===== config.mk =====
export PLATFORM = sky130hd
export DESIGN_NAME = capCmpTimer
export DESIGN_NICKNAME = d
export VERILOG_FILES = /design/src/rtl/capCmpTimer_pkg.sv /design/src/rtl/capCmpTimerSync.sv /design/src/rtl/capCmpTimerDp.sv /design/src/rtl/capCmpTimerCtl.sv /design/src/rtl/capCmpTimer.sv
export SDC_FILE = /design/constraint.sdc
export NUM_CORES = 1
export LEC_CHECK = 0
export BUFFER_PORTS_ARGS = -buffer_cell sky130_fd_sc_hd__buf_2
export CAP_MARGIN = 20
export CORE_MARGIN = 4
export CORE_UTILIZATION = 55
export DETAILED_ROUTE_END_ITERATION = 10
export PLACE_DENSITY = 0.84
export RECOVER_POWER = 50
export SETUP_SLACK_MARGIN = 0.15
export SLEW_MARGIN = 25
export SYNTH_ARGS = -nofsm -noshare
export SYNTH_HDL_FRONTEND = slang
export SYNTH_SLANG_ARGS = --single-unit

===== constraint.sdc =====
create_clock -name clk -period 2.79 [get_ports clk]
set_input_delay 0.1395 -clock clk [delete_from_list [all_inputs] [get_ports clk]]
set_output_delay 0.1395 -clock clk [all_outputs]
set_load 0.05 [all_outputs]

===== src/rtl/capCmpTimer_pkg.sv =====
package capCmpTimer_pkg;
  // bus address map
  localparam int ADDR_CNT  = 0;
  localparam int ADDR_GRA  = 1;
  localparam int ADDR_GRB  = 2;
  localparam int ADDR_CTL  = 3;
  localparam int ADDR_STAT = 4;

  // status bit positions
  localparam int FLG_A   = 0;
  localparam int FLG_B   = 1;
  localparam int FLG_OVF = 2;
  localparam int NUM_FLG = 3;

  // decoded bus strobes from control to datapath
  typedef struct packed {
    logic wrCnt;
    logic wrGrA;
    logic wrGrB;
    logic wrCtl;
    logic wrStat;
    logic rdStat;
  } busStrobe_t;

  // events raised by the datapath
  typedef struct packed {
    logic ovf;
    logic hitB;
    logic hitA;
  } tmrEvent_t;
endpackage


===== src/rtl/capCmpTimerSync.sv =====
module capCmpTimerSync #(
  parameter int STAGES = 2
) (
  input  logic clk,
  input  logic rst,
  input  logic din,
  output logic rise
);
  logic [STAGES:0] shreg;

  always_ff @(posedge clk) begin
    if (rst) shreg <= '0;
    else     shreg <= {shreg[STAGES-1:0], din};
  end

  // rising edge seen at the output of the last synchronizing stage
  assign rise = shreg[STAGES-1] & ~shreg[STAGES];
endmodule


===== src/rtl/capCmpTimerDp.sv =====
module capCmpTimerDp
  import capCmpTimer_pkg::*;
#(
  parameter int CNT_W       = 16,
  parameter int ADDR_W      = 3,
  parameter int SYNC_STAGES = 2
) (
  input  logic              clk,
  input  logic              rst,
  input  busStrobe_t        st,
  input  logic [CNT_W-1:0]  wdata,
  input  logic [ADDR_W-1:0] addr,
  input  logic [1:0]        capIn,
  input  logic [NUM_FLG-1:0] flags,
  output logic [CNT_W-1:0]  rdata,
  output logic [CNT_W-1:0]  cnt,
  output logic [CNT_W-1:0]  grA,
  output logic [CNT_W-1:0]  grB,
  output logic [1:0]        capMode,
  output logic [NUM_FLG-1:0] irqEn,
  output tmrEvent_t         ev
);
  localparam int NUM_GR = 2;

  logic [CNT_W-1:0] gr [NUM_GR];
  logic [NUM_GR-1:0] capRise;
  logic [NUM_GR-1:0] hit;
  logic [NUM_GR-1:0] grWr;
  logic [CNT_W-1:0] ctlView;

  assign grWr = {st.wrGrB, st.wrGrA};

  // free-running counter, bus write has priority
  always_ff @(posedge clk) begin
    if (rst)           cnt <= '0;
    else if (st.wrCnt) cnt <= wdata;
    else               cnt <= cnt + 1'b1;
  end

  assign ev.ovf = ~st.wrCnt & (cnt == {CNT_W{1'b1}});

  // control register
  always_ff @(posedge clk) begin
    if (rst) begin
      capMode <= '0;
      irqEn   <= '0;
    end else if (st.wrCtl) begin
      capMode <= wdata[1:0];
      irqEn   <= wdata[6:4];
    end
  end

  // general registers, one instance of logic per register
  for (genvar ch = 0; ch < NUM_GR; ch++) begin : g_gr
    capCmpTimerSync #(.STAGES(SYNC_STAGES)) u_sync (
      .clk (clk),
      .rst (rst),
      .din (capIn[ch]),
      .rise(capRise[ch])
    );

    always_ff @(posedge clk) begin
      if (rst)                           gr[ch] <= '0;
      else if (capMode[ch] && capRise[ch]) gr[ch] <= cnt;
      else if (grWr[ch])                 gr[ch] <= wdata;
    end

    assign hit[ch] = capMode[ch] ? capRise[ch] : (cnt == gr[ch]);
  end

  assign ev.hitA = hit[0];
  assign ev.hitB = hit[1];
  assign grA = gr[0];
  assign grB = gr[1];

  always_comb begin
    ctlView = '0;
    ctlView[1:0] = capMode;
    ctlView[6:4] = irqEn;
  end

  always_comb begin
    case (addr)
      ADDR_W'(ADDR_CNT):  rdata = cnt;
      ADDR_W'(ADDR_GRA):  rdata = gr[0];
      ADDR_W'(ADDR_GRB):  rdata = gr[1];
      ADDR_W'(ADDR_CTL):  rdata = ctlView;
      ADDR_W'(ADDR_STAT): rdata = CNT_W'(flags);
      default:            rdata = '0;
    endcase
  end
endmodule


===== src/rtl/capCmpTimerCtl.sv =====
module capCmpTimerCtl
  import capCmpTimer_pkg::*;
#(
  parameter int ADDR_W = 3
) (
  input  logic               clk,
  input  logic               rst,
  input  logic [ADDR_W-1:0]  addr,
  input  logic               rd,
  input  logic               wr,
  input  logic [NUM_FLG-1:0] wdataLo,
  input  tmrEvent_t          ev,
  input  logic [NUM_FLG-1:0] irqEn,
  output busStrobe_t         st,
  output logic [NUM_FLG-1:0] flags,
  output logic [NUM_FLG-1:0] irq
);
  logic [NUM_FLG-1:0] armed;
  logic [NUM_FLG-1:0] setVec;
  logic [NUM_FLG-1:0] clrVec;
  logic [NUM_FLG-1:0] armVec;

  // bus decode
  always_comb begin
    st.wrCnt  = wr && (addr == ADDR_W'(ADDR_CNT));
    st.wrGrA  = wr && (addr == ADDR_W'(ADDR_GRA));
    st.wrGrB  = wr && (addr == ADDR_W'(ADDR_GRB));
    st.wrCtl  = wr && (addr == ADDR_W'(ADDR_CTL));
    st.wrStat = wr && (addr == ADDR_W'(ADDR_STAT));
    st.rdStat = rd && (addr == ADDR_W'(ADDR_STAT));
  end

  assign setVec = {ev.ovf, ev.hitB, ev.hitA};
  assign armVec = {NUM_FLG{st.rdStat}} & flags;
  assign clrVec = {NUM_FLG{st.wrStat}} & ~wdataLo & armed;

  always_ff @(posedge clk) begin
    if (rst) begin
      flags <= '0;
      armed <= '0;
    end else begin
      // a set on the same edge as a clear wins
      flags <= setVec | (flags & ~clrVec);
      armed <= (armed & ~clrVec) | armVec;
    end
  end

  assign irq = flags & irqEn;
endmodule


===== src/rtl/capCmpTimer.sv =====
module capCmpTimer
  import capCmpTimer_pkg::*;
#(
  parameter int CNT_W       = 16,
  parameter int ADDR_W      = 3,
  parameter int SYNC_STAGES = 2
) (
  input  logic              clk,
  input  logic              rst,
  input  logic [ADDR_W-1:0] busAddr,
  input  logic              busRd,
  input  logic              busWr,
  input  logic [CNT_W-1:0]  busWdata,
  output logic [CNT_W-1:0]  busRdata,
  input  logic              capInA,
  input  logic              capInB,
  output logic              irqA,
  output logic              irqB,
  output logic              irqOvf
);
  busStrobe_t          st;
  tmrEvent_t           ev;
  logic [NUM_FLG-1:0]  flags;
  logic [NUM_FLG-1:0]  irqEn;
  logic [NUM_FLG-1:0]  irq;
  logic [CNT_W-1:0]    cnt;
  logic [CNT_W-1:0]    grA;
  logic [CNT_W-1:0]    grB;
  logic [1:0]          capMode;

  capCmpTimerDp #(
    .CNT_W(CNT_W), .ADDR_W(ADDR_W), .SYNC_STAGES(SYNC_STAGES)
  ) u_dp (
    .clk    (clk),
    .rst    (rst),
    .st     (st),
    .wdata  (busWdata),
    .addr   (busAddr),
    .capIn  ({capInB, capInA}),
    .flags  (flags),
    .rdata  (busRdata),
    .cnt    (cnt),
    .grA    (grA),
    .grB    (grB),
    .capMode(capMode),
    .irqEn  (irqEn),
    .ev     (ev)
  );

  capCmpTimerCtl #(.ADDR_W(ADDR_W)) u_ctl (
    .clk    (clk),
    .rst    (rst),
    .addr   (busAddr),
    .rd     (busRd),
    .wr     (busWr),
    .wdataLo(busWdata[NUM_FLG-1:0]),
    .ev     (ev),
    .irqEn  (irqEn),
    .st     (st),
    .flags  (flags),
    .irq    (irq)
  );

  assign irqA   = irq[FLG_A];
  assign irqB   = irq[FLG_B];
  assign irqOvf = irq[FLG_OVF];
endmodule


==> results.cfg, run 1 <==
[timing]
worst_hold_slack_ns = 0.01877
min_period_over_period = 0.6961
rsz0062_at_grt = false
setup_viol = 0
drv_slew = 0
hold_violations = 0
skew_ns = 0.008656
tightestPinTransition_ns = 1.161
setup-tns-final_ns = 0
min_period_ns = 1.942
fmax_mhz = 514.9
relSlewSlack = 0.2244

[logic_synthesis]
yosys.area_share.adder = 0.003367
synth_edf_count = 32
avgSynthCellArea_um2 = 10.07
synth-xor-area-share = 0.1084
synth_compound_area_frac = 0.1589
netlist_area_um2 = 3716
synth_seq_cells = 65
synth_top_family_by_area = compound AO/OA/AOI/OAI gates
synth_cells = 369
yosys.area_share.simple = 0.1576
async_flop_share = 0
ys_seq_area_frac = 0.4364
post-synth-top-count-cell = nor2_1
yosys-top-cells-count = nor2_1 (37), dfxtp_1 (33), a22o_1 (32), edfxtp_1 (32), xor2_1 (31)
syn_nets = 395
synth_top_area_cell = edfxtp_1
synthTopCellsByArea = edfxtp_1 (26%), dfxtp_1 (18%), a22o_1 (7.5%)
synth_ff_type = dfxtp_1
yosys_warnings = 0
synth.distinct_cells = 46
synth_top_area_frac = 0.2586
synthMuxAreaShare = 0.07273

[grt]
first_global_vias = 2831
antenna_found_initial = 0
grt_pass1_wl_um = 14730
gr-total-overflow = 0
grt_usage = 0.2312
grt_max_degree = 33

[final_layout]
instances_no_fill = 474
syn2layout_area_growth_pct = 9.057
final_nets = 418
final_core_util = 0.6275
fillers = 518
drive_above_1_share = 0.1637
n_antenna_cell = 0

[status]
status = complete, no violations

[critical_path]
crit_chain = inv_1 > a31oi_1 > nor2b_1 > a22o_1
cp.required_ns = 3.00
start_kind = flop
cp_top_family = simple AND/OR/NAND/NOR gates
critPathKind = reg2reg
critPathSlowestCell = nor2b_1
worstPathMaxFanout = 16
reg2reg_depth = 4
cp_num_buf_inv = 1
worstSetupEndpointType = flop
cp.depth = 4
worst_ep_arrival_time_ns = 2.15
slowest_delay_ns = 0.95

[power_and_ir_drop]
irDropWorstVdd_mv = 0.3273
leakagePower_nw = 1.620
power.density_nw_per_um2 = 534.2

[drt]
drc = 0
wl_per_cell_um = 19.77
drtPass1Iterations = 5
routed_wl_um = 9370
drtAntennaViolNets = 0
vias = 3026
drt-initial-drc-count = 286
viasPerCell = 6.384

[min_path]
worstHoldPathCells = 2
worstHoldPathType = in2reg

[cts]
holdBufCountCts = 0
postCtsSetupRepairBufs = 0
clockBufferDepth = 2
cts_resized = 0
cts_tree = yes
numCtsBuffers = 9
clk_pin_slew_ns = 0.07
cts_sinks = 65
cts.htree.levels = 3
clock_latency_ns = 0.34
root_buffer = clkbuf_8

[placed_design]
io_buffers = 43
globalplace.congestion = 0.8761
dp.cells = 458
dp_hpwl_um = 6602

[floorplanning]
io_pins = 44
start_util = 0.5754
die_x_um = 90.20
core_um2 = 6459
die_area_um2 = 8135
die_h_um = 90.20
core.rowCount = 29

[run]
cap_violations = 0
[registers in the layout, summed over array words and instances (netlist names)]
signal,cells
u_dp.cnt,16
u_ctl.flags,3
u_dp.capMode,2
u_ctl.armed,3
u_dp.gr,32
u_dp.irqEn,3
u_dp.g_gr.u_sync.shreg,6
[path summary, 6_finish.rpt]
check | startpoint | end | slack [ns]
setup / recovery | u_dp.g_gr[0].u_sync.shreg[2]$_SDFF_PP0_ | u_dp.gr[0][2]$_DFFE_PP_ | 0.85
hold / removal | capInB | u_dp.g_gr[1].u_sync.shreg[0]$_SDFF_PP0_ | 0.02
setup reg to reg | u_dp.g_gr[0].u_sync.shreg[2]$_SDFF_PP0_ | u_dp.gr[0][2]$_DFFE_PP_ | 0.85
hold reg to reg | u_dp.g_gr[0].u_sync.shreg[0]$_SDFF_PP0_ | u_dp.g_gr[0].u_sync.shreg[1]$_SDFF_PP0_ | 0.44
[layout make-up]
class,count,area [µm²],share of cell area
Clock buffer,15,198.9,0.04909
Timing Repair Buffer,49,242.7,0.05990
Tap cell,77,96.34,0.02377
Inverter,7,26.28,0.006483
Sequential cell,65,1622,0.4001
Multi-Input combinational cell,260,1862,0.4594
Clock inverter,1,5.005,0.001235
[per-stage QoR]
stage,setup WS [ns],cell area [µm²],total power [mW]
floorplan,0.6996,3716,1.296
global placement,0.7404,3866,1.370
detailed placement,0.6333,3866,1.379
CTS,0.8850,4070,2.169
global route,0.7095,4053,2.233
finish,0.8480,4053,2.165
[power by group]
group | leakage [nW] | internal [mW] | switching, mW | total [mW]
Combinational | 0.917 | 0.0948 | 0.168 | 0.263
Sequential | 0.599 | 1.04 | 0.0569 | 1.10
Clock | 0.104 | 0.455 | 0.347 | 0.802
[cells in the final DEF, fill, tap and decap left out, types with 10 or more instances in the layout]
| master | Yosys | layout |
|---|---|---|
| a21oi_1 | 24 | 24 |
| a22o_1 | 32 | 32 |
| buf_2 | 14 | 38 |
| clkbuf_1 | 11 | 11 |
| clkbuf_8 | 0 | 10 |
| dfxtp_1 | 33 | 33 |
| edfxtp_1 | 32 | 32 |
| mux2i_1 | 18 | 18 |
| nor2_1 | 37 | 37 |
| nor2b_1 | 10 | 10 |
| o21ai_0 | 18 | 18 |
| xnor2_1 | 15 | 15 |
| xor2_1 | 31 | 31 |
[routing by layer]
metal	GRT usage	vias to the layer above	routed length, µm
met5	0	-	0
met4	0.1046	0	201
met3	0.04341	19	683
met2	0.3777	141	4572
met1	0.2980	1484	3912
li1	-	1382	-
[logic make-up after synthesis]
family	after synthesis
buffers and inverters	44
xor gates and xnor gates	46
and+or+nand+nor	104
muxes	22
DFF	65
adders and majority gates	1
AOI/OAI and AO/OA	87
Note: power is estimated with default switching activity, not from simulation.
==> run 2, diff against run 1 <==
Clock period 2.79 ns to 1.9 ns, I/O delays scaled along.
==> run 2 against run 1 <==
  * The flow now finishes with violations (DRC)
  * Clock power grew 43%
  * Combinational power grew 59%
  * Clock skew shrank 0.00054 ns
  * Sequential share of layout area shrank 0.66 points
  * Cell count grew 2.3%
  * Largest power group unchanged
  * Highest routed layer unchanged
==> results.cfg, run 2 (same netlist as run 1, synthesis figures left out) <==
[placed_design]
dp_hpwl_um = 6814
io_buffers = 43
globalplace.congestion = 0.9395

[final_layout]
top_register = u_dp.gr
layout_common_cells = nor2_1 (37), buf_2 (36), a22o_1 (32), edfxtp_1 (32), xor2_1 (31)
final_common_cell = nor2_1
n_antenna_cell = 0
syn2layout_area_growth_pct = 11.82
top_regs = u_dp.gr: 32 flops, u_dp.cnt: 16 flops, u_dp.g_gr.u_sync.shreg: 6 flops
final_core_util = 0.6434
final_nets = 429
largest_reg_flops = 32
drive_above_1_share = 0.2206

[drt]
vias = 3149
drt-initial-drc-count = 257
routed_wl_um = 9668
drtPass1Iterations = 9
drtAntennaViolNets = 0
wl_per_cell_um = 19.93
drc = 2
viasPerCell = 6.493

[timing]
min_period_over_period = 0.9009
hold_violations = 0
skew_ns = 0.008120
setup_viol = 0
drv_slew = 0
fmax_mhz = 584.2
rsz0062_at_grt = false
relSlewSlack = 0.5725
setup-tns-final_ns = 0
tightestPinTransition_ns = 0.6440
min_period_ns = 1.712

[cts]
numCtsBuffers = 9
clockBufferDepth = 2
cts.htree.levels = 3
cts_sinks = 65
clk_pin_slew_ns = 0.07
clock_latency_ns = 0.34
root_buffer = clkbuf_8
cts_tree = yes

[run]
cap_violations = 0

[critical_path]
rr_startpoint = u_dp.cnt[1]$_SDFF_PP0_
slowest_delay_ns = 0.48
reg2reg_to = u_ctl.flags[2]$_SDFF_PP0_
rrSetupSlack_ns = 0.29
critPathKind = reg2out
worst_ep_arrival_time_ns = 1.62
cp.required_ns = 1.80
critPathSlowestCell = mux4_2
start_kind = flop
reg2reg_depth = 5
worstPathMaxFanout = 2
crit_chain = mux4_2 > nor2b_1 > buf_2
worstSetupEndpointType = output pin

[min_path]
worstHoldPathCells = 3
min_from = busWdata[4]
whs_endpoint = u_dp.irqEn[0]$_SDFFE_PP0P_
worstHoldPathType = in2reg

[floorplanning]
core_um2 = 6459
start_util = 0.5754
die_area_um2 = 8135
core.rowCount = 29
die_h_um = 90.20
io_pins = 44
die_x_um = 90.20

[grt]
grt_max_degree = 33
gr-total-overflow = 0
grt_pass1_wl_um = 15470
antenna_found_initial = 0
first_global_vias = 3036
grt_usage = 0.2423

[status]
status = complete, but fails checks
violations = DRC

[power_and_ir_drop]
leakagePower_nw = 1.682
power.density_nw_per_um2 = 764.0
irDropWorstVdd_mv = 0.5358
run 2: cell count changes in the layout (fill, tap and decap cells not counted), sizes merged:
cell,change
buf,+7
bufinv,+1
clkbuf,-4
clkinv,+2
clkinvlp,+2
dlygate4sd3,+2
inv,+1
run 2: how the worst max path moves through the flow:
stage / from / endpoint / slack (ns) / depth (start not counted)
5_1_grt: busAddr[0] / busRdata[14] / 0.09 / 6
3_5_place_dp: busAddr[0] / u_dp.gr[0][11]$_DFFE_PP_ / 0.20 / 6
6_report: u_dp.gr[0][5]$_DFFE_PP_ / busRdata[5] / 0.19 / 3
4_1_cts: u_dp.cnt[4]$_SDFF_PP0_ / busRdata[4] / 0.17 / 3
3_3_place_gp: busAddr[0] / u_dp.gr[0][8]$_DFFE_PP_ / 0.29 / 5
2_1_floorplan: busAddr[0] / u_dp.gr[1][0]$_SDFFCE_PN0P_ / 0.29 / 3
run 2: metal layers:
layer  global-route usage  vias to the layer above  part of all wire
li1                     -                     1415                 -
met1               0.2997                     1475              0.38
met2               0.3908                      213              0.48
met3              0.04591                       46              0.10
met4               0.1492                        0             0.042
met5                    0                        -                 0
run 2: area by class of cell:
cell class / count / area, µm²
clock inverter: 7 / 70.07
inverter: 7 / 26.28
sequential: 65 / 1635
multi-input combinational: 260 / 1862
timing repair buffer: 60 / 341.6
fill: 491 / 2303
clock buffer: 9 / 123.9
tap: 77 / 96.34
run 2: repair_timing:
action                                  in CTS  in global routing
pin swaps                                    0                  1
endpoints found under the hold margin        2                  0
hold buffers                                 2                  0
setup buffers                                0                  1
gates resized for setup                      3                 12
endpoints found under the setup margin       3                 26
run 2: stage by stage:
stage | instance area (µm²) | hold WS [ns] | power (mW) | instances | setup slack [ns]
2_1_floorplan | 3716 | 0.2232 | 1.903 | 369 | 0.2900
3_3_place_gp | 3926 | 0.3043 | 2.024 | 466 | 0.2946
3_5_place_dp | 3926 | 0.3151 | 2.036 | 466 | 0.2015
4_1_cts | 4144 | 0.03836 | 3.179 | 484 | 0.1681
5_1_grt | 4155 | 0.06274 | 3.279 | 485 | 0.08788
6_report | 4155 | 0.04160 | 3.175 | 485 | 0.1884
run 2: report_power, final:
part           switching [mW]  leakage, nW  total, mW  internal, mW
clock network           0.550       0.0955       1.15         0.603
registers              0.0707        0.603       1.60          1.53
logic                   0.263        0.983      0.419         0.156
run 2: critical path: cells and delay by family, from the launching register on:
kind | cells | cell delay [ns]
DFF | 1 | 0.43
muxes | 1 | 0.48
buffers and inverters | 1 | 0.22
and+or+nand+nor | 1 | 0.15
==> run 3, diff against run 2 <==
--- a/config.mk
+++ b/config.mk
@@ -11,2 +11,3 @@
 export CORE_UTILIZATION = 55
+export CTS_CLUSTER_DIAMETER = 60
 export DETAILED_ROUTE_END_ITERATION = 10
==> constraint.sdc (replaced) <==
create_clock -name clk -period 1.9 [get_ports clk]
set_input_delay 0 -clock clk [delete_from_list [all_inputs] [get_ports clk]]
set_output_delay 0 -clock clk [all_outputs]
set_load 0.05 [all_outputs]
==> run 3 against run 2 <==
  * The run now ends clean
  * Cell count grew 4.1%
  * Sequential power is essentially flat
  * Clock-buffer cell count grew 5
  * Die area is the same
  * Clock skew grew 0.0011 ns
  * First-iteration DRC count grew 72%
  * Critical path depth grew 3
  * Via count grew 3.0%
  * Sequential share of layout area shrank 1.9 points
  * Non-clock buffer count grew 20
  * Sequential cell count is the same
==> results.cfg, run 3 (same netlist as run 1, synthesis figures left out) <==
[floorplanning]
die_area_um2 = 8135
die_x_um = 90.20
io_pins = 44
core.rowCount = 29
die_h_um = 90.20
start_util = 0.5754
core_um2 = 6459

[final_layout]
layout_common_cells = buf_2 (39), nor2_1 (37), a22o_1 (32), edfxtp_1 (32), xor2_1 (31)
top_register = u_dp.gr
syn2layout_area_growth_pct = 16.63
fillers = 484
n_antenna_cell = 0
drive_above_1_share = 0.1916
top_regs = u_dp.gr: 32 flops, u_dp.cnt: 16 flops, u_dp.g_gr.u_sync.shreg: 6 flops
final_nets = 449
final-seq-area_um2 = 1625
stdcell_area_um2 = 4334
final_common_cell = buf_2
multi_input_area_um2 = 1862
largest_reg_flops = 32

[cts]
cts.htree.levels = 3
cts_tree = yes
numCtsBuffers = 9
clock_latency_ns = 0.35
cts_sinks = 65
clockBufferDepth = 2
root_buffer = clkbuf_8
clk_pin_slew_ns = 0.07

[drt]
drt-initial-drc-count = 443
drtAntennaViolNets = 0
top_layer = met4
viasPerCell = 6.420
wl_met1_um = 3904
drc = 0
vias = 3242
drtPass1Iterations = 5
routed_wl_um = 10160
wl_per_cell_um = 20.11
wl_met3_um = 923
wl_met2_um = 4980

[status]
status = complete, no violations

[critical_path]
slowest_delay_ns = 0.53
critPathKind = in2reg
cp.required_ns = 2.00
start_kind = input port
crit_chain = dlygate4sd3_1 > buf_2 > inv_1 > and2_0 > buf_4 > a22o_1
worst_ep_arrival_time_ns = 1.77
critPathSlowestCell = dlygate4sd3_1
worstPathMaxFanout = 16
worstSetupEndpointType = flop

[grt]
grt_pass1_wl_um = 16050
first_global_vias = 3093
grt_usage = 0.2520
antenna_found_initial = 0
grt_max_degree = 33
gr-total-overflow = 0

[timing]
hold_violations = 0
min_period_ns = 1.671
fmax_mhz = 598.4
min_period_over_period = 0.8795
skew_ns = 0.009198
setup_viol = 0
setup-tns-final_ns = 0
drv_slew = 0
rsz0062_at_grt = false
relSlewSlack = 0.5404
timing.final.ws_setup_ns = 0.2289
tightestPinTransition_ns = 0.6893

[power_and_ir_drop]
irDropWorstVdd_mv = 0.5007
leakagePower_nw = 1.764
power.density_nw_per_um2 = 730.9

[run]
cap_violations = 0

[placed_design]
globalplace.congestion = 0.8701
place_area_um2 = 3934
dp_hpwl_um = 6643
io_buffers = 43
place_ws_ns = 0.2565

[min_path]
worstHoldPathType = in2reg
## run 3: cell count changes in the layout (fill, tap and decap cells not counted), moves of 2 or more
cell,before,now
buf_2,36,39
dfxtp_2,8,3
clkbuf_1,4,7
dlygate4sd3_1,2,21
clkinvlp_4,2,0
dfxtp_1,24,30
## run 3: where the power goes
part | internal [mW] | leakage, nW | switching (mW)
logic | 0.179 | 1.07 | 0.274
registers | 1.53 | 0.600 | 0.0689
clock network | 0.587 | 0.0956 | 0.528
total | 2.30 | 1.76 | 0.872
## run 3: worst max-delay path, delay by kind of cell
kind / cells / cell delay (ns)
AND/OR/NAND/NOR: 1 / 0.22
AO/OA/AOI/OAI: 1 / 0.22
buffers and inverters: 4 / 1.32
## run 3: layer usage
metal | GRT usage | up-vias
met2 | 0.4182 | 182
met4 | 0.1148 | 0
met3 | 0.06427 | 35
met1 | 0.3081 | 1579
met5 | 0 | -
li1 | - | 1446
## run 3: final cells by class
| type | count | area share |
|---|---|---|
| multi-input cells | 260 | 0.4296 |
| flip-flops and latches | 65 | 0.3750 |
| repair buffers | 80 | 0.1247 |
| clock buffers | 14 | 0.04013 |
| well taps | 77 | 0.02223 |
| inverters | 7 | 0.006062 |
| clock inverters | 2 | 0.002309 |
## run 3: worst paths after layout
| check | startpoint | to | slack, ns | depth (start not counted) |
|---|---|---|---|---|
| setup / recovery | rst | u_dp.gr[1][1]$_SDFFCE_PN0P_ | 0.23 | 6 |
| hold reg to reg | u_dp.g_gr[0].u_sync.shreg[0]$_SDFF_PP0_ | u_dp.g_gr[0].u_sync.shreg[1]$_SDFF_PP0_ | 0.46 | 1 |
| hold / removal | busAddr[2] | u_ctl.armed[0]$_SDFF_PP0_ | 0.20 | 4 |
| setup reg to reg | u_dp.cnt[4]$_SDFF_PP0_ | u_ctl.flags[2]$_SDFF_PP0_ | 0.27 | 4 |
## run 3: per-stage QoR
stage          total power [mW]  utilization  hold WS, ns  instances
2_1_floorplan             1.903            -       0.1282        369
3_3_place_gp              2.025       0.6091       0.2061        467
3_5_place_dp              2.037       0.6091       0.2232        467
4_1_cts                   3.167       0.6703       0.1892        504
5_1_grt                   3.273       0.6711       0.2401        505
6_report                  3.168       0.6711       0.1953        505
## run 3: what timing repair did
| action | 4_1_cts | 5_1_grt |
|---|---|---|
| hold buffers | 21 | 0 |
| endpoints found under the setup margin | 1 | 19 |
| buffers inserted | 0 | 1 |
| hold endpoints to repair | 42 | 0 |
| gates resized for setup | 1 | 2 |
| pin swaps | 0 | 1 |
